[config.mk]
export PLATFORM = sky130hd
export DESIGN_NAME = adc_seq_ctrl
export DESIGN_NICKNAME = d
export VERILOG_FILES = /design/src/rtl/adc_seq_pkg.sv /design/src/rtl/adc_seq_regs.sv /design/src/rtl/adc_seq_fsm.sv /design/src/rtl/adc_seq_rbank.sv /design/src/rtl/adc_seq_ctrl.sv
export SDC_FILE = /design/constraint.sdc
export NUM_CORES = 1
export LEC_CHECK = 0
export BUFFER_PORTS_ARGS = -buffer_cell sky130_fd_sc_hd__buf_4
export CELL_PAD_IN_SITES_DETAIL_PLACEMENT = 0
export CELL_PAD_IN_SITES_GLOBAL_PLACEMENT = 2
export CORE_UTILIZATION = 35
export DETAILED_ROUTE_END_ITERATION = 10
export PLACE_DENSITY = 0.75
export SLEW_MARGIN = 10
export SYNTH_ARGS = -nofsm -noshare
export SYNTH_HDL_FRONTEND = slang
export SYNTH_HIERARCHICAL = 1
export SYNTH_SLANG_ARGS = --single-unit
[constraint.sdc]
create_clock -name clk -period 5.77 [get_ports clk]
set_clock_uncertainty 0.2 [all_clocks]
set_input_delay 0.8655 -clock clk [delete_from_list [all_inputs] [get_ports clk]]
set_output_delay 0.8655 -clock clk [all_outputs]
set_load 0.005 [all_outputs]
[src/rtl/adc_seq_pkg.sv]
package adc_seq_pkg;

  // Channel organisation
  localparam int CH_PER_GRP = 4;
  localparam int NUM_GRP    = 2;
  localparam int NUM_CH     = CH_PER_GRP * NUM_GRP;
  localparam int OFF_W      = $clog2(CH_PER_GRP);
  localparam int GRP_W      = $clog2(NUM_GRP);
  localparam int CH_W       = $clog2(NUM_CH);

  // Control word layout, LSB first: run, group, count, multi, irq_en, done
  localparam int BIT_RUN  = 0;
  localparam int BIT_GRP  = BIT_RUN + 1;
  localparam int BIT_CNT  = BIT_GRP + GRP_W;
  localparam int BIT_MODE = BIT_CNT + OFF_W;
  localparam int BIT_IE   = BIT_MODE + 1;
  localparam int BIT_DONE = BIT_IE + 1;
  localparam int CTRL_W   = BIT_DONE + 1;

  typedef struct packed {
    logic             done;
    logic             irq_en;
    logic             multi;
    logic [OFF_W-1:0] count;
    logic [GRP_W-1:0] group;
    logic             run;
  } ctrl_t;

  typedef enum logic [1:0] {
    SQ_IDLE  = 2'd0,
    SQ_CONV  = 2'd1,
    SQ_DRAIN = 2'd2
  } sq_state_e;

endpackage

[src/rtl/adc_seq_regs.sv]
module adc_seq_regs
  import adc_seq_pkg::*;
#(
  parameter int              AW        = 4,
  parameter logic [AW-1:0]   CTRL_ADDR = '0
) (
  input  logic              clk,
  input  logic              rst,
  input  logic              wr_en,
  input  logic [AW-1:0]     wr_addr,
  input  logic [CTRL_W-1:0] wr_data,
  input  logic              ext_trig,
  input  logic              pass_done,
  output ctrl_t             ctrl_o,
  output logic              irq_o
);

  ctrl_t ctrl_q;
  ctrl_t ctrl_d;
  ctrl_t wr_word;
  logic  hit;

  assign hit     = wr_en && (wr_addr == CTRL_ADDR);
  assign wr_word = ctrl_t'(wr_data);

  always_comb begin
    ctrl_d = ctrl_q;
    if (pass_done) begin
      ctrl_d.run = 1'b0;
    end
    if (ext_trig) begin
      ctrl_d.run = 1'b1;
    end
    if (hit) begin
      ctrl_d.run    = wr_word.run;
      ctrl_d.group  = wr_word.group;
      ctrl_d.count  = wr_word.count;
      ctrl_d.multi  = wr_word.multi;
      ctrl_d.irq_en = wr_word.irq_en;
      if (!wr_word.done) begin
        ctrl_d.done = 1'b0;
      end
    end
    // completion wins over a clearing write in the same cycle
    if (pass_done) begin
      ctrl_d.done = 1'b1;
    end
  end

  always_ff @(posedge clk) begin
    if (rst) begin
      ctrl_q <= '0;
      irq_o  <= 1'b0;
    end else begin
      ctrl_q <= ctrl_d;
      irq_o  <= ctrl_d.done && ctrl_d.irq_en;
    end
  end

  assign ctrl_o = ctrl_q;

  AST_DONE_ON_FINISH: assert property (@(posedge clk) disable iff (rst)
    pass_done |=> ctrl_q.done);
  AST_RUN_SELF_CLEAR: assert property (@(posedge clk) disable iff (rst)
    (pass_done && !hit && !ext_trig) |=> !ctrl_q.run);
  AST_DONE_STICKY: assert property (@(posedge clk) disable iff (rst)
    (ctrl_q.done && !(hit && !wr_word.done)) |=> ctrl_q.done);
  AST_DONE_NO_SW_SET: assert property (@(posedge clk) disable iff (rst)
    (!ctrl_q.done && !pass_done) |=> !ctrl_q.done);
  AST_IRQ_FOLLOWS: assert property (@(posedge clk) disable iff (rst)
    irq_o == (ctrl_q.done && ctrl_q.irq_en));

endmodule

[src/rtl/adc_seq_fsm.sv]
module adc_seq_fsm
  import adc_seq_pkg::*;
(
  input  logic             clk,
  input  logic             rst,
  input  logic             run,
  input  logic [GRP_W-1:0] group,
  input  logic [OFF_W-1:0] count,
  input  logic             multi,
  input  logic             conv_done,
  output logic             conv_start_o,
  output logic [CH_W-1:0]  conv_chan_o,
  output logic             res_we_o,
  output logic             pass_done_o
);

  sq_state_e        st_q;
  logic [GRP_W-1:0] grp_q;
  logic [OFF_W-1:0] off_q;
  logic [OFF_W-1:0] last_q;
  logic             launch;
  logic             at_last;

  // A new pass may begin from idle, or from draining once the stale strobe lands
  assign launch   = run && ((st_q == SQ_IDLE) || ((st_q == SQ_DRAIN) && conv_done));
  assign at_last  = (off_q == last_q);
  assign res_we_o    = (st_q == SQ_CONV) && conv_done && run;
  assign pass_done_o = res_we_o && at_last;
  assign conv_chan_o = {grp_q, off_q};

  always_ff @(posedge clk) begin
    if (rst) begin
      st_q         <= SQ_IDLE;
      grp_q        <= '0;
      off_q        <= '0;
      last_q       <= '0;
      conv_start_o <= 1'b0;
    end else begin
      conv_start_o <= 1'b0;
      if (launch) begin
        st_q         <= SQ_CONV;
        grp_q        <= group;
        off_q        <= multi ? '0 : count;
        last_q       <= count;
        conv_start_o <= 1'b1;
      end else begin
        case (st_q)
          SQ_CONV: begin
            if (!run) begin
              st_q <= conv_done ? SQ_IDLE : SQ_DRAIN;
            end else if (conv_done) begin
              if (at_last) begin
                st_q <= SQ_IDLE;
              end else begin
                off_q        <= off_q + 1'b1;
                conv_start_o <= 1'b1;
              end
            end
          end
          SQ_DRAIN: begin
            if (conv_done) begin
              st_q <= SQ_IDLE;
            end
          end
          default: st_q <= SQ_IDLE;
        endcase
      end
    end
  end

  AST_START_PULSE: assert property (@(posedge clk) disable iff (rst)
    conv_start_o |=> !conv_start_o);
  AST_NEXT_IMMEDIATE: assert property (@(posedge clk) disable iff (rst)
    (res_we_o && !pass_done_o) |=> (conv_start_o && $stable(grp_q)));
  AST_ABORT_QUIET: assert property (@(posedge clk) disable iff (rst)
    (st_q == SQ_CONV && !run && !conv_done) |=> (!conv_start_o && st_q == SQ_DRAIN));
  AST_DRAIN_HOLDS: assert property (@(posedge clk) disable iff (rst)
    (st_q == SQ_DRAIN && !conv_done) |=> !conv_start_o);

endmodule

[src/rtl/adc_seq_rbank.sv]
module adc_seq_rbank #(
  parameter int RES_W   = 10,
  parameter int DEPTH   = 8,
  parameter bit USE_RAM = 1'b1,
  localparam int A_W    = $clog2(DEPTH)
) (
  input  logic             clk,
  input  logic             rst,
  input  logic             we,
  input  logic [A_W-1:0]   waddr,
  input  logic [RES_W-1:0] wdata,
  input  logic [A_W-1:0]   raddr,
  output logic [RES_W-1:0] rdata
);

  generate
    if (USE_RAM) begin : g_ram
      logic [RES_W-1:0] mem [DEPTH];

      always_ff @(posedge clk) begin
        if (we) begin
          mem[waddr] <= wdata;
        end
      end

      always_ff @(posedge clk) begin
        if (rst) begin
          rdata <= '0;
        end else begin
          rdata <= mem[raddr];
        end
      end
    end else begin : g_flop
      logic [DEPTH-1:0][RES_W-1:0] slot;

      for (genvar i = 0; i < DEPTH; i++) begin : g_slot
        always_ff @(posedge clk) begin
          if (rst) begin
            slot[i] <= '0;
          end else if (we && (waddr == A_W'(i))) begin
            slot[i] <= wdata;
          end
        end
      end

      always_ff @(posedge clk) begin
        if (rst) begin
          rdata <= '0;
        end else begin
          rdata <= slot[raddr];
        end
      end
    end
  endgenerate

endmodule

[src/rtl/adc_seq_ctrl.sv]
module adc_seq_ctrl
  import adc_seq_pkg::*;
#(
  parameter int RES_W   = 10,
  parameter int DW      = 16,
  parameter int AW      = 4,
  parameter bit USE_RAM = 1'b1
) (
  input  logic              clk,
  input  logic              rst,
  input  logic              reg_wr_en,
  input  logic [AW-1:0]     reg_wr_addr,
  input  logic [CTRL_W-1:0] reg_wr_data,
  input  logic [AW-1:0]     reg_rd_addr,
  output logic [DW-1:0]     reg_rd_data,
  input  logic              ext_trig,
  output logic              conv_start,
  output logic [CH_W-1:0]   conv_chan,
  input  logic              conv_done,
  input  logic [RES_W-1:0]  conv_result,
  output logic              irq
);

  localparam logic [AW-1:0] CTRL_ADDR = '0;

  ctrl_t             ctrl;
  logic              res_we;
  logic              pass_done;
  logic [RES_W-1:0]  bank_q;
  logic              sel_bank_q;
  logic [CTRL_W-1:0] ctrl_rd_q;

  adc_seq_regs #(
    .AW       (AW),
    .CTRL_ADDR(CTRL_ADDR)
  ) u_regs (
    .clk      (clk),
    .rst      (rst),
    .wr_en    (reg_wr_en),
    .wr_addr  (reg_wr_addr),
    .wr_data  (reg_wr_data),
    .ext_trig (ext_trig),
    .pass_done(pass_done),
    .ctrl_o   (ctrl),
    .irq_o    (irq)
  );

  adc_seq_fsm u_fsm (
    .clk         (clk),
    .rst         (rst),
    .run         (ctrl.run),
    .group       (ctrl.group),
    .count       (ctrl.count),
    .multi       (ctrl.multi),
    .conv_done   (conv_done),
    .conv_start_o(conv_start),
    .conv_chan_o (conv_chan),
    .res_we_o    (res_we),
    .pass_done_o (pass_done)
  );

  adc_seq_rbank #(
    .RES_W  (RES_W),
    .DEPTH  (NUM_CH),
    .USE_RAM(USE_RAM)
  ) u_bank (
    .clk  (clk),
    .rst  (rst),
    .we   (res_we),
    .waddr(conv_chan),
    .wdata(conv_result),
    .raddr(reg_rd_addr[CH_W-1:0]),
    .rdata(bank_q)
  );

  // Read path: control snapshot registered alongside the bank read
  always_ff @(posedge clk) begin
    if (rst) begin
      sel_bank_q <= 1'b0;
      ctrl_rd_q  <= '0;
    end else begin
      sel_bank_q <= reg_rd_addr[AW-1];
      ctrl_rd_q  <= (reg_rd_addr == CTRL_ADDR) ? ctrl : '0;
    end
  end

  always_comb begin
    reg_rd_data = '0;
    if (sel_bank_q) begin
      reg_rd_data[RES_W-1:0] = bank_q;
    end else begin
      reg_rd_data[CTRL_W-1:0] = ctrl_rd_q;
    end
  end

  AST_STORE_ONLY_RUNNING: assert property (@(posedge clk) disable iff (rst)
    res_we |-> (ctrl.run && conv_done));
  AST_IRQ_NEEDS_ENABLE: assert property (@(posedge clk) disable iff (rst)
    irq |-> ctrl.irq_en);

endmodule

==> run_results.csv <==
group,metric,value,unit
run_status,outcome,"complete, no violations",
clocking,cts-root-buf,"clkbuf_16",
route,num_vias,2365,
hold_path,holdPathStages,1,
timing,finalHoldViolations,0,
synthesis,async_flop_share,0,
timing,fin_setup_tns,0,ns
hold_path,hp-class,"reg2reg",
die,coreArea,12210,sq um
setup_path,crit_required,4.70,ns
timing,min_period,2.664,ns
grt,grt_max_degree,35,
setup_path,crit_buf_inv,1,
timing,rsz0062_at_grt,"false",
grt,grt_first_pass_wirelength,13890,um
synthesis,seq_area_frac_synth,0.6904,
synthesis,synth_edf_count,80,
setup_path,regToRegSetupSlack,3.46,ns
die,die_y,115.0,um
final_layout,area_delta_synth_final,24.32,%
synthesis,yosys_warnings,6,
final_layout,fill_cells,1093,
die,start_util,0.3657,
die,ioPinCount,51,
hold_path,hp-start,"u_regs/ctrl_o[6]",
clocking,cts_buffers,17,
grt,antenna_found_initial,0,
die,row_count,40,
hold_path,holdPathEnd,"ctrl_rd_q[6]",
die,die_area,13210,sq um
final_layout,diodes,0,
timing,max_freq,375.3,MHz
pwr,power.leakage,1.971,nW
synthesis,synth_largest_area_cell,"edfxtp_1",
clocking,cts_tree,"yes",
synthesis,netlist-cell-type-count,38,
placed_design,dp_hpwl,5748,um
setup_path,path_cells,"mux2_2 -> buf_4",
clocking,cts_resized,0,
timing,tightest_slew,1.064,ns
setup_path,reg2reg_depth,4,
timing,finalCritPeriodShare,0.4617,
setup_path,max_stage_delay,0.66,ns
synthesis,synth_seq_cells,114,
clocking,cts.sinks,114,
route,routed_wl,8748,um
synthesis,synth_area_per_cell,16.79,sq um
grt,grt_usage,0.1484,
route,drt_first_pass_iters,4,
route,vias_per_cell,4.759,
grt,grt_pass1_vias,2506,
timing,slew_headroom,0.2879,
pwr,ir_worst_vdd,0.2115,mV
synthesis,netlist_area,4466,sq um
route,dr.first_iter.drc_count,132,
setup_path,cp-start-kind,"flip-flop",
clocking,cts.path.max_buffers,2,
placed_design,port_buffers,44,
setup_path,reg2reg_from,"u_regs/ctrl_o[0]",
pwr,finalPower,2.097,mW
setup_path,arrival,1.60,ns
setup_path,critPathKind,"reg2out",
pwr,power_density,377.7,nW/um^2
setup_path,endpoint_kind,"output port",
route,drc,0,
die,die_w,115.0,um
setup_path,critical-path-top-delay-family,"flip-flops",
clocking,post_cts_buffers,0,
clocking,clkTransAtPathRegs,0.05,ns
flow_run,maxCapViolCount,0,
grt,globalRoute.totalOverflow,0,
timing,report.final.setup_viol,0,
timing,slew_violations,0,
clocking,htree_levels,4,
clocking,cts_hold_buf,0,
setup_path,crit_path_max_fanout,10,
synthesis,synthTopCellsByArea,"edfxtp_1 (54%), dfxtp_1 (15%), mux4_2 (10%)",
synthesis,syn_inst,266,
synthesis,yosysTopAreaCellShare,0.5380,
synthesis,synth_ff_type,"edfxtp_1",
synthesis,synth_most_common_cell,"edfxtp_1",
setup_path,cpMaxStageDelayCell,"dfxtp_1",
route,ant_nets,0,
setup_path,reg2reg_to,"u_bank/g_ram.mem[5][2]",
clocking,clk_latency,0.40,ns
route,routedWlPerCell,17.60,um
final_layout,finalNetCount,346,
placed_design,gp_congestion,0.6682,
synthesis,synthTopCellsByCount,"edfxtp_1 (80), dfxtp_1 (34), nor2_1 (21)",
final_layout,drive_above_1_share,0.3556,
-- through the flow --
step                      setup WS [ns]  area, sq um  std cells    util  hold WS, ns
after floorplan                   3.261         4484        271       -       0.2572
after global placement            3.048         4908        465  0.4019       0.2836
after detailed placement          2.988         4908        465  0.4019       0.2803
after CTS                         3.030         5552        497  0.4546       0.2936
after global routing              3.007         5552        497  0.4546       0.3167
final                             3.106         5552        497  0.4546       0.2932
-- per-layer routing --
| layer | vias up | GRT usage | share of wire |
|---|---|---|---|
| met3 | 11 | 0.04586 | 0.045 |
| met4 | 0 | 0.07100 | 0.014 |
| li1 | 1106 | - | - |
| met1 | 1185 | 0.1805 | 0.43 |
| met2 | 63 | 0.2414 | 0.51 |
| met5 | - | 0 | 0 |
-- layout make-up --
| class | instances | area, sq um | area share |
|---|---|---|---|
| clock inverter | 11 | 182.7 | 0.03291 |
| tap | 168 | 210.2 | 0.03786 |
| inverter | 5 | 18.77 | 0.003381 |
| sequential | 114 | 3083 | 0.5553 |
| multi-input combinational | 132 | 1251 | 0.2254 |
| timing repair buffer | 46 | 345.3 | 0.06220 |
| clock buffer | 21 | 460.4 | 0.08294 |
-- state kept, by name, indices dropped and copies added, names as in the netlist --
name                cells
u_fsm/conv_start_o      1
u_fsm/st_q              2
u_fsm/grp_q             1
sel_bank_q              1
ctrl_rd_q               7
u_regs/irq_o            1
u_fsm/last_q            2
u_fsm/off_q             2
u_bank/g_ram.mem       80
u_bank/rdata           10
u_regs/ctrl_o           7
-- kinds of logic (layout without fill, tap and decap cells) --
logic type,after synthesis,after routing,share of synthesized area
flip-flops,114,114,0.6904
multiplexers,40,40,0.1477
buffers and inverters,25,83,0.03362
other,1,6,0.0008398
AND/OR/NAND/NOR,60,60,0.08658
XOR/XNOR,3,3,0.005885
AO/OA/AOI/OAI,23,23,0.03502
-- where the power goes --
part	switching [mW]	leakage (nW)	internal (mW)
registers	0.00689	0.997	0.884
clock network	0.336	0.317	0.784
logic	0.0436	0.657	0.0425
-- cell usage in the layout (no fill, tap or decap), types with 6 or more instances in the layout --
master / instances
nor3b_2: 7
buf_4: 46
a21oi_1: 10
dfxtp_1: 34
mux2_2: 7
mux2i_1: 13
edfxtp_1: 80
clkbuf_16: 17
nand3b_1: 6
mux4_2: 20
nor2_1: 21
conb_1: 6
-- worst max path at each step --
stage / end / startpoint / slack (ns) / cells past startpoint
finish: reg_rd_data[1] / sel_bank_q / 3.11 / 2
global placement: u_bank/g_ram.mem[2][3] / conv_done / 3.05 / 5
global route: reg_rd_data[1] / sel_bank_q / 3.01 / 2
floorplan: u_bank/g_ram.mem[0][0] / conv_done / 3.26 / 4
detailed placement: u_bank/g_ram.mem[2][5] / conv_done / 2.99 / 5
CTS: reg_rd_data[1] / sel_bank_q / 3.03 / 2
Power figures use the tool's default switching activity.
